### src/rtl/i2s_tx_pkg.sv
package i2s_tx_pkg;
  localparam int SAMPLE_W = 16;
  localparam int SLOT_W   = 5;

  typedef struct packed {
    logic              loadFrame;
    logic              leftJust;
    logic              width8;
    logic [SLOT_W-1:0] slot;
  } txStrobe_t;
endpackage

### src/rtl/i2s_tx_timing.sv
module i2s_tx_timing
  import i2s_tx_pkg::*;
#(
  parameter int PSC_W = 8
) (
  input  logic             clk,
  input  logic             rstN,
  input  logic             enable,
  input  logic             leftJust,
  input  logic             width8,
  input  logic             ratio384,
  input  logic [PSC_W-1:0] prescale,
  output txStrobe_t        strb,
  output logic             mclk,
  output logic             bclk,
  output logic             ws
);
  localparam logic [SLOT_W-1:0] LAST_SLOT = '1;
  localparam logic [SLOT_W-1:0] MID_SLOT  = SLOT_W'(SAMPLE_W - 1);

  logic             shLj, shW8, sh384;
  logic [PSC_W-1:0] shPsc, divCnt, pscLast;
  logic [3:0]       halfCnt, halfLast;
  logic [SLOT_W-1:0] slot;
  logic             mTick, bTog, bFall, frameStart;

  assign pscLast    = (shPsc == '0) ? '0 : shPsc - 1'b1;
  assign halfLast   = sh384 ? 4'd11 : 4'd7;
  assign mTick      = (divCnt == pscLast);
  assign bTog       = mTick && (halfCnt == halfLast);
  assign bFall      = bTog && bclk;
  assign frameStart = bFall && (slot == LAST_SLOT);

  always_ff @(posedge clk) begin
    if (!rstN || !enable) begin
      divCnt  <= '0;
      halfCnt <= '0;
      slot    <= LAST_SLOT;
      mclk    <= 1'b0;
      bclk    <= 1'b0;
      ws      <= 1'b1;
      if (!rstN) begin
        shLj <= 1'b0; shW8 <= 1'b0; sh384 <= 1'b0; shPsc <= '0;
      end else begin
        shLj <= leftJust; shW8 <= width8; sh384 <= ratio384; shPsc <= prescale;
      end
    end else begin
      divCnt <= mTick ? '0 : divCnt + 1'b1;
      if (mTick) begin
        mclk    <= ~mclk;
        halfCnt <= (halfCnt == halfLast) ? '0 : halfCnt + 1'b1;
      end
      if (bTog) bclk <= ~bclk;
      if (bFall) begin
        slot <= slot + 1'b1;
        if (slot == MID_SLOT)       ws <= 1'b1;
        else if (slot == LAST_SLOT) ws <= 1'b0;
      end
      if (frameStart) begin
        shLj <= leftJust; shW8 <= width8; sh384 <= ratio384; shPsc <= prescale;
      end
    end
  end

  assign strb.loadFrame = frameStart;
  assign strb.leftJust  = shLj;
  assign strb.width8    = shW8;
  assign strb.slot      = slot;


  ws_edge_chk: assert property (@(posedge clk) disable iff (!rstN)
    (enable && $past(enable) && (ws != $past(ws))) |-> ($past(bclk) && !bclk));


  cfg_hold_chk: assert property (@(posedge clk) disable iff (!rstN)
    (enable && $past(enable) && !$past(frameStart)) |-> $stable({shLj, shW8, sh384, shPsc}));


  ws_frame_chk: assert property (@(posedge clk) disable iff (!rstN)
    (enable && $fell(ws)) |-> $past(frameStart));
endmodule

### src/rtl/i2s_tx_shifter.sv
module i2s_tx_shifter
  import i2s_tx_pkg::*;
#(
  parameter int DEPTH = 2
) (
  input  logic                clk,
  input  logic                rstN,
  input  logic                enable,
  input  logic                txIdle,
  input  logic                inValid,
  input  logic [SAMPLE_W-1:0] inLeft,
  input  logic [SAMPLE_W-1:0] inRight,
  output logic                inReady,
  output logic                dataReq,
  input  txStrobe_t           strb,
  output logic                sd,
  output logic                underrun
);
  localparam int AW = (DEPTH > 1) ? $clog2(DEPTH) : 1;
  localparam int CW = $clog2(DEPTH + 1);
  localparam logic [3:0] TOP_BIT = 4'(SAMPLE_W - 1);
  localparam logic [3:0] HALF_W  = 4'(SAMPLE_W / 2);

  logic [SAMPLE_W-1:0] memL [DEPTH];
  logic [SAMPLE_W-1:0] memR [DEPTH];
  logic [AW-1:0]       wrPtr, rdPtr;
  logic [CW-1:0]       count;
  logic [SAMPLE_W-1:0] curL, curR, prevR;
  logic                active, push, pop;
  logic [SLOT_W-1:0]   pos;
  logic [3:0]          idx;

  assign active  = enable && !txIdle;
  assign inReady = (count < CW'(DEPTH));
  assign dataReq = active && inReady;
  assign push    = inValid && inReady;
  assign pop     = strb.loadFrame && active && (count != '0);

  always_ff @(posedge clk) begin
    if (push) begin
      memL[wrPtr] <= inLeft;
      memR[wrPtr] <= inRight;
    end
  end

  always_ff @(posedge clk) begin
    if (!rstN) begin
      wrPtr <= '0;
      rdPtr <= '0;
      count <= '0;
    end else begin
      if (push) wrPtr <= (wrPtr == AW'(DEPTH - 1)) ? '0 : wrPtr + 1'b1;
      if (pop)  rdPtr <= (rdPtr == AW'(DEPTH - 1)) ? '0 : rdPtr + 1'b1;
      case ({push, pop})
        2'b10:   count <= count + 1'b1;
        2'b01:   count <= count - 1'b1;
        default: ;
      endcase
    end
  end

  always_ff @(posedge clk) begin
    if (!rstN || !enable) begin
      curL     <= '0;
      curR     <= '0;
      prevR    <= '0;
      underrun <= 1'b0;
    end else if (strb.loadFrame) begin
      prevR <= curR;
      if (pop) begin
        curL <= memL[rdPtr];
        curR <= memR[rdPtr];
      end else begin
        curL <= '0;
        curR <= '0;
      end
      if (active && (count == '0)) underrun <= 1'b1;
    end
  end

  always_comb begin
    pos = strb.leftJust ? strb.slot : strb.slot - 1'b1;
    idx = pos[3:0];
    sd  = 1'b0;
    if (!strb.leftJust && (strb.slot == '0))
      sd = strb.width8 ? 1'b0 : prevR[0];
    else if (!strb.width8 || (idx < HALF_W))
      sd = pos[4] ? curR[TOP_BIT - idx] : curL[TOP_BIT - idx];
  end


  pop_at_frame_chk: assert property (@(posedge clk) disable iff (!rstN)
    (count < $past(count)) |-> $past(strb.loadFrame));


  underrun_sticky_chk: assert property (@(posedge clk) disable iff (!rstN)
    (underrun && enable) |=> underrun);


  idle_no_pop_chk: assert property (@(posedge clk) disable iff (!rstN)
    (enable && txIdle) |=> (count >= $past(count)));
endmodule

### src/rtl/i2s_tx.sv
module i2s_tx
  import i2s_tx_pkg::*;
#(
  parameter int PSC_W = 8,
  parameter int DEPTH = 2
) (
  input  logic             clk,
  input  logic             rstN,
  input  logic             enable,
  input  logic             txIdle,
  input  logic             leftJust,
  input  logic             width8,
  input  logic             ratio384,
  input  logic [PSC_W-1:0] prescale,
  input  logic             inValid,
  input  logic [15:0]      inLeft,
  input  logic [15:0]      inRight,
  output logic             inReady,
  output logic             dataReq,
  output logic             underrun,
  output logic             mclk,
  output logic             bclk,
  output logic             ws,
  output logic             sd
);
  txStrobe_t strb;

  i2s_tx_timing #(.PSC_W(PSC_W)) u_timing (
    .clk(clk), .rstN(rstN), .enable(enable),
    .leftJust(leftJust), .width8(width8), .ratio384(ratio384), .prescale(prescale),
    .strb(strb), .mclk(mclk), .bclk(bclk), .ws(ws)
  );

  i2s_tx_shifter #(.DEPTH(DEPTH)) u_shifter (
    .clk(clk), .rstN(rstN), .enable(enable), .txIdle(txIdle),
    .inValid(inValid), .inLeft(inLeft), .inRight(inRight),
    .inReady(inReady), .dataReq(dataReq),
    .strb(strb), .sd(sd), .underrun(underrun)
  );


  sd_edge_chk: assert property (@(posedge clk) disable iff (!rstN)
    (enable && $past(enable) && (sd != $past(sd))) |-> ($past(bclk) && !bclk));
endmodule

### config.mk
export PLATFORM = sky130hd
export DESIGN_NAME = i2s_tx
export DESIGN_NICKNAME = d
export VERILOG_FILES = /design/src/rtl/i2s_tx_pkg.sv /design/src/rtl/i2s_tx_timing.sv /design/src/rtl/i2s_tx_shifter.sv /design/src/rtl/i2s_tx.sv
export SDC_FILE = /design/constraint.sdc
export NUM_CORES = 1
export LEC_CHECK = 0
export ABC_AREA = 1
export ABC_CLOCK_PERIOD_IN_PS = 5600
export BUFFER_PORTS_ARGS = -buffer_cell sky130_fd_sc_hd__buf_4
export CORE_ASPECT_RATIO = 1.2
export CORE_MARGIN = 2
export CORE_UTILIZATION = 50
export CTS_CLUSTER_DIAMETER = 30
export DETAILED_ROUTE_END_ITERATION = 10
export PLACE_DENSITY = 0.69
export SLEW_MARGIN = 30
export SYNTH_ARGS = -nofsm -noshare
export SYNTH_HDL_FRONTEND = slang
export SYNTH_SLANG_ARGS = --single-unit
export TNS_END_PERCENT = 50
### constraint.sdc
create_clock -name clk -period 5.6 [get_ports clk]
set_input_delay 1.12 -clock clk [delete_from_list [all_inputs] [get_ports clk]]
set_output_delay 1.12 -clock clk [all_outputs]
set_load 0.01 [all_outputs]
-- Word level (Yosys, flattened, before mapping)
Memory sizes are Yosys's and may differ from the RTL's. A register that Yosys moved wholly into a read port is not among the register bits.
Index checks and enable logic that the tools add are counted.
- register bits: 69
- output and inout bits: 7
- bits in writable memories: 64
- word-level logic and storage cells: 104
- memories kept: 2
- memory list (memory ; words ; width ; read ports ; clocked after memory_dff ; write ports ; line ; text):
    u_shifter.memL ; 2 ; 16 ; 1 ; 1 ; 1 ; i2s_tx_shifter.sv:24 ; logic [SAMPLE_W-1:0] memL [DEPTH];
    u_shifter.memR ; 2 ; 16 ; 1 ; 1 ; 1 ; i2s_tx_shifter.sv:25 ; logic [SAMPLE_W-1:0] memR [DEPTH];
- equal/unequal tests: 6
- order comparisons: 3
- $add $sub $neg: 10
- bitwise gates (word level): 2
- reductions and logical operators: 27
- multiplexer cells: 37
- operators with widths (kind ; number):
    16-bit 2-to-1 mux ; 2
    8-bit 2-to-1 mux ; 4
    1-bit 2-to-1 mux ; 25
    1-bit logical AND ; 10
    8-bit by 1-bit adder with 8-bit output, second input constant ; 1
    1-bit binary-select mux with 4-bit select ; 2
    8-bit equality test ; 1
    8-bit logical NOT ; 1
    4-bit 2-to-1 mux ; 2
    2-bit nonzero test ; 4
    8-bit by 1-bit subtractor with 8-bit output, second input constant ; 1
    5-bit by 1-bit adder with 5-bit output, second input constant ; 1
    5-bit by 4-bit equality test with 1-bit output, second input constant ; 1
    5-bit equality test, second input constant ; 1
    1-bit logical NOT ; 5
    5-bit logical NOT ; 1
    4-bit by 5-bit < comparator with 1-bit output, second input constant ; 1
    5-bit 2-to-1 mux ; 1
    5-bit by 1-bit subtractor with 5-bit output, second input constant ; 1
    4-bit by 1-bit adder with 4-bit output, second input constant ; 1
    4-bit equality test ; 1
    4-bit < comparator, second input constant ; 1
    2-bit one-hot mux with 2 select lines ; 1
    2-bit AND reduction ; 2
    other kinds (11) ; 14

-- Depth between registers and ports, before layout
Gate-level depths: netlist of the first run.
- depth in word-level cells: 10
- depth in mapped cells: 21

-- Cells and area by module
From an unflattened synthesis of the first run, not the netlist that was laid out.
- cells, all modules: 624
- area total of the unflattened synthesis: 5909.4 µm²
- modules (own cells, without submodules) (module ; cells each ; times used ; area an instance (µm²)):
    i2s_tx_shifter ; 381 ; 1 ; 4157.7
    i2s_tx_timing ; 243 ; 1 ; 1751.7

-- Least setup slack after synthesis of the first run
OpenSTA, ideal clock, no wires.
- path kind: reg-to-output
- start: register u_timing.slot[0]
- end: output port sd
- setup slack: 2.444 ns
- data required time: 4.480 ns
- stages on the path, launching flop included: 12
- data arrival time: 2.036 ns
- buffers on the path: 0
- cell sequence: dfxtp_1 inv_1 ha_1 o21ai_1 inv_1 o211ai_1 nand3_1 nand3_1 nand2_1 nand2_1 nand3_1 o21ai_0
- cells in the longest elaborated chain, start to end: 8
- elaborated cells on any way between the ends: 14
- those cells by class: 2 x add/sub; 1 x order compare; 8 x mux; 3 x reduce/logical
- ends and longest elaborated chain (what ; line ; text):
    start: declaration ; i2s_tx_timing.sv:24 ; logic [SLOT_W-1:0] slot;
    start signal: assignment ; i2s_tx_timing.sv:55 ; slot <= slot + 1'b1;
    5-bit by 1-bit subtractor with 5-bit output ; i2s_tx_shifter.sv:82 ; pos = strb.leftJust ? strb.slot : strb.slot - 1'b1;
    5-bit 2-to-1 mux ; i2s_tx_shifter.sv:82 ;
    4-bit subtractor ; i2s_tx_shifter.sv:88 ; sd = pos[4] ? curR[TOP_BIT - idx] : curL[TOP_BIT - idx];
    1-bit binary-select mux with 4-bit select ; i2s_tx_shifter.sv:88 ;
    1-bit 2-to-1 mux (not written as such) ; i2s_tx_shifter.sv:88 ;
    1-bit 2-to-1 mux ; i2s_tx_shifter.sv:88 ;
    1-bit 2-to-1 mux ; i2s_tx_shifter.sv:87 ; else if (!strb.width8 || (idx < HALF_W))
    1-bit 2-to-1 mux * ; i2s_tx_shifter.sv:85 ; if (!strb.leftJust && (strb.slot == '0))
    end: declaration ; i2s_tx.sv:24 ; output logic sd
Mark *: on every way between the ends. The rest lies on a longest branch, timed or not. The select of a mux whose other input is x is not followed.

-- Worst setup path after layout of the first run
Ends and elaborated chain as after synthesis.

==> impl_results.md, run 1 <==
* DRC viols at 0
* Final wirelength at 11.7 mm
* RR Endpoint: u_shifter.count[1]
* Syn avg cell area at 9.26 sq um
* Worst r2r src: u_timing.shPsc[0]
* Area contributors post-synth: edfxtp_1, dfxtp_1, nand2_1
* P_sw at 514 uW
* Layout Utilization at 61.6%
* Clock root buffer master: clkbuf_16
* Ys Warns at 0
* Setup crit start: u_timing.slot[0]
* Die width at 104 um
* Clock power frac at 48.0%
* Peak VDD IR at 0.000208 V
* Gr usage total at 19.2%
* Synth top area share at 37.6%
* Antenna violations before repair at 0
* Clock Skews at 7.63 ps
* Critical Path Source Type: register
* Fin crit period at 4250 ps
* Hold buffer count at CTS at 0
* RePlAce Congestion at 0.881
* Vias at 4438
* CTS resizes at 0
* Avg Vias per Cell at 5.11
* Number of buffers created by CTS at 17
* Sw Ratio at 21.3%
* Met3 routed WL at 440 um
* Comb pwr share at 6.4%
* Die area at 12900 sq um
* Overflow after GRT at 0
* Crit end category: primary output
* Synth cell count leaders: nand2_1, inv_1, edfxtp_1
* Share of cells above drive strength 1 at 16.4%
* Clock Sinks at 134
* Non-filler cells, final at 869
* DRT iter0 DRCs at 238
* Max Slew Vio Count at 0
* Worst EP required at 4480 ps
* Max Cap Viol at 0
* H-tree levels at 4
* First-pass GRT wire length at 19.5 mm
* Core ar. at 11600 sq um
* TritonRoute pass-1 iters at 5
* Pint at 1900 uW
* Worst Reg2Reg Path Length in Cells at 20
* Max FO, Critical Path at 9
* Initial core utilization at 51.5%
* Syn nets at 703
* RSZ-0062 raised after global routing: no
* Post-DP Area at 6530 sq um
* Distinct cells, synth at 31
* Setup crit end: sd
* Max Used Layer: met4
* Leakage at 0.00293 uW
* WL met1 at 4.79 mm
* Hold/Removal Path Class: register to register
* FF+latch area at 3440 sq um
* Dpl cells at 837
* Largest net degree at the start of global routing at 65
* Relative slew slack at 52.1%
* Design area at 7160 sq um
* Rows at 43
* Count leader, synth: nand2_1
* Antenna Diode Count at 0
* Crit Path Class: register to primary output
* Final TNS setup at 0 ps
* Cell Area, Synth at 5980 sq um
* Reg2reg setup slack at 2190 ps
* Outcome: finished clean
* CTS Buffer Depth at 2
* Max Clk Rate at 0.235 GHz
* Number of synthesized register bits at 134
* Multi-input logic area at 2050 sq um
* Total power at 2410 uW
* Setup violations, final at 0
* Measured slew at the worst slew-check pin at 718 ps
* Metal2 WL at 6.24 mm
* Sequential Power Share at 45.6%
* CTS tree: done
* Ys async rst share at 0%
* Post-synth top area cell: edfxtp_1
* Final-layout fill cell count at 1006
* DP Wirelength at 8.05 mm
* Sequential area share after synthesis at 57.4%
* Crit share post-route at 75.9%
* Routed Antenna Nets at 0
* Ys flop type: edfxtp_1
* Hold Fails Final Rpt at 0
* WL/cell at 13.5 um
* CP arrival at 3130 ps
* Synth-to-layout area growth at 19.6%
* Vias in the first global route at 4318
* Post-synth EDFFs at 75
* Synth Instances at 646
* Die height at 124 um
* Worst-Skew Late Latency at 410 ps
* Num ports at 55
* IO Port Bufs at 54
* Clk slew on worst S/H paths at 50 ps
* Power density cells at 337 nW/um^2
* # Post-CTS Setup Buffers at 0
* Layout net count at 756
[layout make-up]
type,instances,area share [%]
sequential,134,48.0
clock inverter,12,2.48
multi-input combinational,379,28.7
timing repair buffer,58,6.08
clock buffer,20,6.24
inverter,109,5.75
tap,157,2.74
[critical path, stage by stage (launching register included)]
cell      delay (ps)
dfxtp_1          450
inv_1            160
ha_1             340
o21ai_1          550
inv_1            300
o211ai_1         170
nand3_1          100
nand3_1           90
nand2_1           50
nand2_1           70
nand3_1           60
o21ai_0          210
buf_4            170
[flip-flops by register name, summed over array words and instances (netlist names), 2 cells and up, named ones only]
| signal | flops |
|---|---|
| u_timing.halfCnt | 4 |
| u_shifter.curR | 16 |
| u_shifter.memR | 32 |
| u_shifter.curL | 16 |
| u_timing.divCnt | 8 |
| u_shifter.memL | 32 |
| u_timing.shPsc | 8 |
| u_timing.slot | 5 |
| u_shifter.count | 2 |
[power by group through the flow]
stage	Clock (uW)	Sequential, uW	Combinational (uW)
6_report	1160	1100	155
5_1_grt	1220	1100	175
3_5_place_dp	0	1120	156
3_3_place_gp	0	1120	152
2_1_floorplan	0	1120	97.9
4_1_cts	1170	1100	157
[routing by layer]
metal / global-route usage (%) / vias to the layer above
li1: - / 2284
met1: 21.0 / 2050
met2: 36.3 / 85
met3: 3.87 / 19
met4: 8.70 / 0
met5: 0 / -
[kinds of logic after synthesis]
| group | synth area share (%) |
|---|---|
| simple gates | 18.3 |
| fa+ha+maj | 1.88 |
| xor+xnor | 1.32 |
| compound gates | 12.4 |
| flops | 57.4 |
| buf+inv | 8.70 |
[cell usage in the layout, fill, tap and decap left out, types with 2 or more instances in the layout]
| cell type | instances |
|---|---|
| a21oi_1 | 30 |
| buf_4 | 58 |
| bufinv_16 | 4 |
| clkbuf_1 | 2 |
| clkbuf_16 | 17 |
| clkinv_2 | 3 |
| clkinv_4 | 4 |
| dfxtp_1 | 58 |
| edfxtp_1 | 75 |
| ha_1 | 9 |
| inv_1 | 105 |
| inv_2 | 2 |
| nand2_1 | 108 |
| nand2_2 | 3 |
| nand3_1 | 49 |
| nand4_1 | 21 |
| nor2_1 | 34 |
| nor2_2 | 7 |
| nor3_1 | 6 |
| nor3b_1 | 2 |
| o211ai_1 | 32 |
| o21ai_0 | 50 |
| o21ai_1 | 5 |
| o21ai_2 | 9 |
| xor2_1 | 8 |
[through the flow]
stage | hold WS [ps] | worst slack [ps]
final | 465 | 1350
after global routing | 478 | 1040
after CTS | 467 | 1330
after detailed placement | 460 | 1760
after global placement | 448 | 1900
after floorplan | 430 | 2440
[worst min-delay path by stage]
stage | from | end | slack (ps) | depth (start not counted)
global route | u_shifter.underrun | u_shifter.underrun | 480 | 2
global placement | u_shifter.underrun | u_shifter.underrun | 450 | 2
finish | u_timing.mclk | u_timing.mclk | 460 | 2
CTS | u_shifter.underrun | u_shifter.underrun | 470 | 2
detailed placement | u_shifter.underrun | u_shifter.underrun | 460 | 2
floorplan | u_timing.divCnt[0] | u_timing.divCnt[0] | 430 | 1
No activity file was read; power rests on OpenSTA's default activity.
==> run 2, diff against run 1 <==
--- a/config.mk
+++ b/config.mk
@@ -6,7 +6,7 @@
 export NUM_CORES = 1
 export LEC_CHECK = 0
 export ABC_AREA = 1
-export ABC_CLOCK_PERIOD_IN_PS = 5600
+export ABC_CLOCK_PERIOD_IN_PS = 4100
 export BUFFER_PORTS_ARGS = -buffer_cell sky130_fd_sc_hd__buf_4
 export CORE_ASPECT_RATIO = 1.2
 export CORE_MARGIN = 2
==> constraint.sdc (replaced) <==
create_clock -name clk -period 4.1 [get_ports clk]
set_input_delay 0.82 -clock clk [delete_from_list [all_inputs] [get_ports clk]]
set_output_delay 0.82 -clock clk [all_outputs]
set_load 0.01 [all_outputs]
==> run 2 against run 1 <==
Compared with the run above: global-route usage is 0.25 points higher; flip-flop and latch count unchanged; cell count rose by 0.23%; power grew 31%; via count is 0.47% lower; largest cell class unchanged.
==> impl_results.md, run 2 (synthesis gave the netlist of run 1 again) <==
* Critical Path Source Type: register
* Power density cells at 444 nW/um^2 (+32%)
* TritonRoute pass-1 iters at 5 (unchanged)
* Clock Sinks at 134 (unchanged)
* Share of cells above drive strength 1 at 16.0% (-0.47 points)
* Max FO, Critical Path at 9 (unchanged)
* Relative slew slack at 62.4% (+10 points)
* Die height at 124 um (unchanged)
* Hold/Removal Path Class: register to register
* Final wirelength at 12.0 mm (+2.5%)
* Gr usage total at 19.5% (+0.25 points)
* Worst-path cell chain: inv_1 > ha_1 > o21ai_1 > buf_4 > inv_1 > o211ai_1 > nand3_1 > nand3_1 > nand2_1 > nand2_1 > nand3_1 > o21ai_0 > buf_4
* Peak VDD IR at 0.000258 V (+24%)
* Worst EP required at 3280 ps (-1200 ps)
* RePlAce Congestion at 0.908 (+3.1%)
* Met2 Usage GRT at 36.5% (+0.16 points)
* Number of buffers created by CTS at 17 (unchanged)
* Die width at 104 um (unchanged)
* Vias in the first global route at 4389 (+1.6%)
* Gr busiest metal: met2
* Antenna Diode Count at 0 (unchanged)
* RSZ-0062 raised after global routing: no
* Post-DP Area at 6540 sq um (about the same)
* Hold Fails Final Rpt at 0 (unchanged)
* CTS Buffer Depth at 2 (unchanged)
* Die area at 12900 sq um (unchanged)
* Overflow after GRT at 0 (unchanged)
* Setup violations, final at 0 (unchanged)
* Initial core utilization at 51.5% (unchanged)
* Max Slew Vio Count at 0 (unchanged)
* Measured slew at the worst slew-check pin at 564 ps (-154 ps)
* CTS tree: done
* Max Clk Rate at 0.286 GHz
* Layout net count at 758 (+0.26%)
* Fin crit period at 3500 ps
* Crit end category: primary output
* Core ar. at 11600 sq um (unchanged)
* WL/cell at 13.8 um (+2.2%)
* Slowest CP cell: dfxtp_1
* Met1 Use GR at 21.0% (+0.065 points)
* Routed Antenna Nets at 0 (unchanged)
* Final TNS setup at 0 ps (unchanged)
* CTS resizes at 0 (unchanged)
* CP max stage delay at 410 ps (-140 ps)
* Hold buffer count at CTS at 0 (unchanged)
* Vias at 4417 (-0.47%)
* Largest net degree at the start of global routing at 65 (unchanged)
* # Post-CTS Setup Buffers at 0 (unchanged)
* IO Port Bufs at 54 (unchanged)
* Crit share post-route at 85.3%
* Met3 Usage GRT at 4.40% (+0.52 points)
* DP Wirelength at 8.12 mm (+0.77%)
* DRT iter0 DRCs at 288 (+21%)
* Design area at 7100 sq um (-0.80%)
* Outcome: finished clean
* Synth-to-layout area growth at 18.7%
* CP arrival at 2680 ps (-450 ps)
* Clk slew on worst S/H paths at 50 ps (about the same)
* Clock Skews at 8.22 ps (+0.589 ps)
* Rows at 43 (unchanged)
* H-tree levels at 4 (unchanged)
* Crit Path Class: register to primary output
* CP dominant cell by count: nand3_1
* Most frequent cells in the layout: nand2_1, inv_1, edfxtp_1
* Antenna violations before repair at 0 (unchanged)
* DRC viols at 0 (unchanged)
* Max Cap Viol at 0 (unchanged)
* Num ports at 55 (unchanged)
* Leakage at 0.00290 uW (-1.0%)
* Regs by FF count: u_shifter.memL x32, u_shifter.memR x32
* Avg Vias per Cell at 5.07 (-0.70%)
* First-pass GRT wire length at 19.7 mm (+1.0%)
* Worst-Skew Late Latency at 400 ps (about the same)
* Clock root buffer master: clkbuf_16
* Commonest non-fill, non-tap cell in the layout: nand2_1
## run 2: cell count changes in the layout (fill, tap and decap cells not counted), sizes merged
| cell | previous run | this run |
|---|---|---|
| buf | 58 | 60 |
| clkinvlp | 1 | 3 |
| bufinv | 4 | 2 |
| clkbuf | 20 | 24 |
| clkinv | 8 | 4 |
## run 2: final cells by class
cell class                 count  area [sq um]
clock buffer                  24           462
tap                          157           196
sequential                   134          3440
fill                        1014          4520
timing repair buffer          60           450
multi-input combinational    379          2040
inverter                     109           412
clock inverter                 8           101
## run 2: worst paths after layout
path                      startpoint                 end  slack [ps]  depth (start not counted)
setup / recovery    u_timing.slot[0]                  sd         600                         13
setup reg to reg   u_timing.shPsc[0]  u_shifter.count[1]         770                         20
hold / removal    u_shifter.underrun  u_shifter.underrun         460                          2
hold reg to reg   u_shifter.underrun  u_shifter.underrun         460                          2
## run 2: stage by stage
stage / power, uW / setup WS, ps / util [%] / hold WS [ps] / instances
floorplan: 1660 / 1240 / - / 430 / 646
global placement: 1740 / 927 / 56.2 / 450 / 839
detailed placement: 1740 / 798 / 56.2 / 451 / 839
CTS: 3180 / 580 / 61.1 / 459 / 871
global route: 3270 / 358 / 61.1 / 482 / 871
finish: 3160 / 602 / 61.1 / 459 / 871
## run 2: routing by layer
layer | vias to the layer above | part of all wire (%)
li1 | 2280 | -
met1 | 2035 | 42
met2 | 77 | 53
met3 | 25 | 2.6
met4 | 0 | 2.8
met5 | - | 0
## run 2: report_power, final
part	internal, uW	switching (uW)	leakage, uW
clock network	910	531	0.000264
logic	78.8	136	0.00144
registers	1480	21.3	0.00119
total	2470	688	0.00290
## run 2: critical path, delay by kind of cell (launching register included)
| family | cells | cell delay [ps] |
|---|---|---|
| flops | 1 | 410 |
| buf+inv | 4 | 630 |
| fa+ha+maj | 1 | 330 |
| simple gates | 5 | 370 |
| compound gates | 3 | 520 |
==> run 3, diff against run 2 <==
--- a/config.mk
+++ b/config.mk
@@ -10,10 +10,12 @@
 export BUFFER_PORTS_ARGS = -buffer_cell sky130_fd_sc_hd__buf_4
 export CORE_ASPECT_RATIO = 1.2
 export CORE_MARGIN = 2
-export CORE_UTILIZATION = 50
+export CORE_UTILIZATION = 59
 export CTS_CLUSTER_DIAMETER = 30
+export CTS_CLUSTER_SIZE = 24
 export DETAILED_ROUTE_END_ITERATION = 10
-export PLACE_DENSITY = 0.69
+export PLACE_DENSITY = 0.79
+export SETUP_SLACK_MARGIN = 0.02
 export SLEW_MARGIN = 30
 export SYNTH_ARGS = -nofsm -noshare
 export SYNTH_HDL_FRONTEND = slang
==> run 3 against run 2 <==
Compared with the run above: die area fell by 15%; sequential power barely moved; worst setup slack got worse by 310 ps; non-clock buffer count stayed put; flip-flop and latch count unchanged; cell count shrank 3.6%; utilization up 10 points; critical path depth down 1; sequential share of layout area down 0.18 points; critical path type unchanged; highest routed layer unchanged.
==> impl_results.md, run 3 (synthesis gave the netlist of run 1 again) <==
* Outcome: finished clean
* RePlAce Congestion at 0.941 (+3.6%)
* Clock Skews at 6.97 ps (-1.25 ps)
* Met1 Use GR at 25.5% (+4.5 points)
* Layout net count at 758 (unchanged)
* Gr usage total at 23.1% (+3.6 points)
* Layout Utilization at 71.6% (+10 points)
* TritonRoute pass-1 iters at 5 (unchanged)
* Avg Vias per Cell at 5.39 (+6.4%)
* CP max stage delay at 480 ps (+70 ps)
* Setup violations, final at 0 (unchanged)
* Critical Path Source Type: register
* Worst-Skew Late Latency at 420 ps (+20 ps)
* DRT iter0 DRCs at 306 (+6.3%)
* Max Cap Viol at 0 (unchanged)
* Relative slew slack at 39.2% (-23 points)
* Leakage at 0.00293 uW (+1.1%)
* Final wirelength at 11.8 mm (-1.5%)
* Crit end category: primary output
* Final TNS setup at 0 ps (unchanged)
* Worst-path cell chain: inv_1 > ha_1 > o21ai_1 > inv_1 > o211ai_1 > nand3_1 > nand3_1 > nand2_1 > nand2_1 > nand3_1 > o21ai_0 > buf_4
* Vias at 4531 (+2.6%)
* Clk slew on worst S/H paths at 60 ps (about the same)
* CP bufs+invs at 3 (-1)
* IO Port Bufs at 54 (unchanged)
* Largest net degree at the start of global routing at 65 (unchanged)
* Regs by FF count: u_shifter.memL x32, u_shifter.memR x32
* CTS Buffer Depth at 2 (unchanged)
* RSZ-0062 raised after global routing: no
* DRC viols at 0 (unchanged)
* Max Clk Rate at 0.263 GHz (-8.1%)
* Antenna violations before repair at 0 (unchanged)
* CTS resizes at 0 (unchanged)
* Peak VDD IR at 0.000295 V (+14%)
* Overflow after GRT at 0 (unchanged)
* Number of buffers created by CTS at 17 (unchanged)
* Gr busiest metal: met2
* Measured slew at the worst slew-check pin at 910 ps (+346 ps)
* CP dominant cell by count: nand3_1
* Rows at 40 (-7.0%)
* H-tree levels at 4 (unchanged)
* Vias in the first global route at 4447 (+1.3%)
* Num ports at 55 (unchanged)
* Max FO, Critical Path at 9 (unchanged)
* Comb pwr share at 6.5% (-0.3 points)
* Die area at 11000 sq um (-15%)
* Slowest CP cell: o21ai_1
* Commonest non-fill, non-tap cell in the layout: nand2_1
* CP arrival at 2990 ps (+310 ps)
* Power density cells at 465 nW/um^2 (+4.6%)
* Share of cells above drive strength 1 at 16.5% (+0.56 points)
* Most frequent cells in the layout: nand2_1, inv_1, edfxtp_1
* # Post-CTS Setup Buffers at 0 (unchanged)
* Pint at 2580 uW (+4.5%)
* Hold buffer count at CTS at 0 (unchanged)
* Top Family by Delay on Critical Path: compound AO/OA/AOI/OAI gates
* Clock root buffer master: clkbuf_16
* Met2 Usage GRT at 41.7% (+5.2 points)
* Met3 Usage GRT at 5.92% (+1.5 points)
* CTS tree: done
* Crit Path Class: register to primary output
* Clock Sinks at 134 (unchanged)
* Hold Fails Final Rpt at 0 (unchanged)
* Clock power frac at 48.2% (+2.5 points)
* First-pass GRT wire length at 19.4 mm (-1.6%)
* Sequential Power Share at 45.3% (-2.2 points)
* Worst EP required at 3280 ps (about the same)
* Die width at 95.9 um (-7.6%)
* Antenna Diode Count at 0 (unchanged)
* Routed Antenna Nets at 0 (unchanged)
* Sw Ratio at 22.1% (+0.34 points)
* DP Wirelength at 7.95 mm (-2.1%)
* Crit share post-route at 92.9% (+7.6 points)
* Max Slew Vio Count at 0 (unchanged)
* WL/cell at 14.1 um (+2.2%)
* Core ar. at 9960 sq um (-14%)
* Die height at 114 um (-7.7%)
* Fin crit period at 3810 ps (+310 ps)
* Initial core utilization at 60.1% (+8.6 points)
* Hold/Removal Path Class: register to register
* P_sw at 734 uW (+6.6%)
* Synth-to-layout area growth at 19.1%
run 3: metrics by stage:
step / total power (uW) / setup WS [ps] / cell area (sq um) / hold WS [ps] / instances
2_1_floorplan: 1660 / 1240 / 5980 / 430 / 646
5_1_grt: 3410 / 93.1 / 7130 / 489 / 840
6_report: 3310 / 292 / 7130 / 470 / 840
3_3_place_gp: 1730 / 915 / 6500 / 458 / 808
3_5_place_dp: 1740 / 772 / 6500 / 465 / 808
4_1_cts: 3320 / 321 / 7120 / 477 / 840
run 3: cell type report:
class	instances	area, sq um
sequential	134	3440
inverter	109	412
fill	700	2830
clock buffer	18	429
clock inverter	14	199
timing repair buffer	60	450
multi-input combinational	379	2040
tap	126	158
run 3: path summary, 6_finish.rpt:
check | slack [ps] | from | depth (start not counted) | to
worst min register to register | 470 | u_timing.mclk | 2 | u_timing.mclk
worst min-delay path | 470 | u_timing.mclk | 2 | u_timing.mclk
worst max register to register | 740 | u_timing.shPsc[0] | 20 | u_shifter.count[1]
worst max-delay path | 290 | u_timing.slot[0] | 12 | sd
run 3: worst register-to-register path: cells and delay by family (launching register included):
family          cells  cell delay [ps]
compound gates      2              230
fa+ha+maj           2              510
buf+inv             3              380
flops               1              410
simple gates       13             1740
run 3: power by group through the flow:
stage / clock [uW] / combinational [uW] / sequential, uW
6_report: 1600 / 214 / 1500
2_1_floorplan: 0 / 134 / 1520
4_1_cts: 1610 / 214 / 1500
3_3_place_gp: 0 / 206 / 1530
5_1_grt: 1670 / 239 / 1500
3_5_place_dp: 0 / 213 / 1530
run 3: metal layers:
| metal | part of all wire [%] | vias up |
|---|---|---|
| met1 | 41 | 2101 |
| met5 | 0 | - |
| met2 | 53 | 100 |
| li1 | - | 2295 |
| met3 | 3.5 | 35 |
| met4 | 2.6 | 0 |
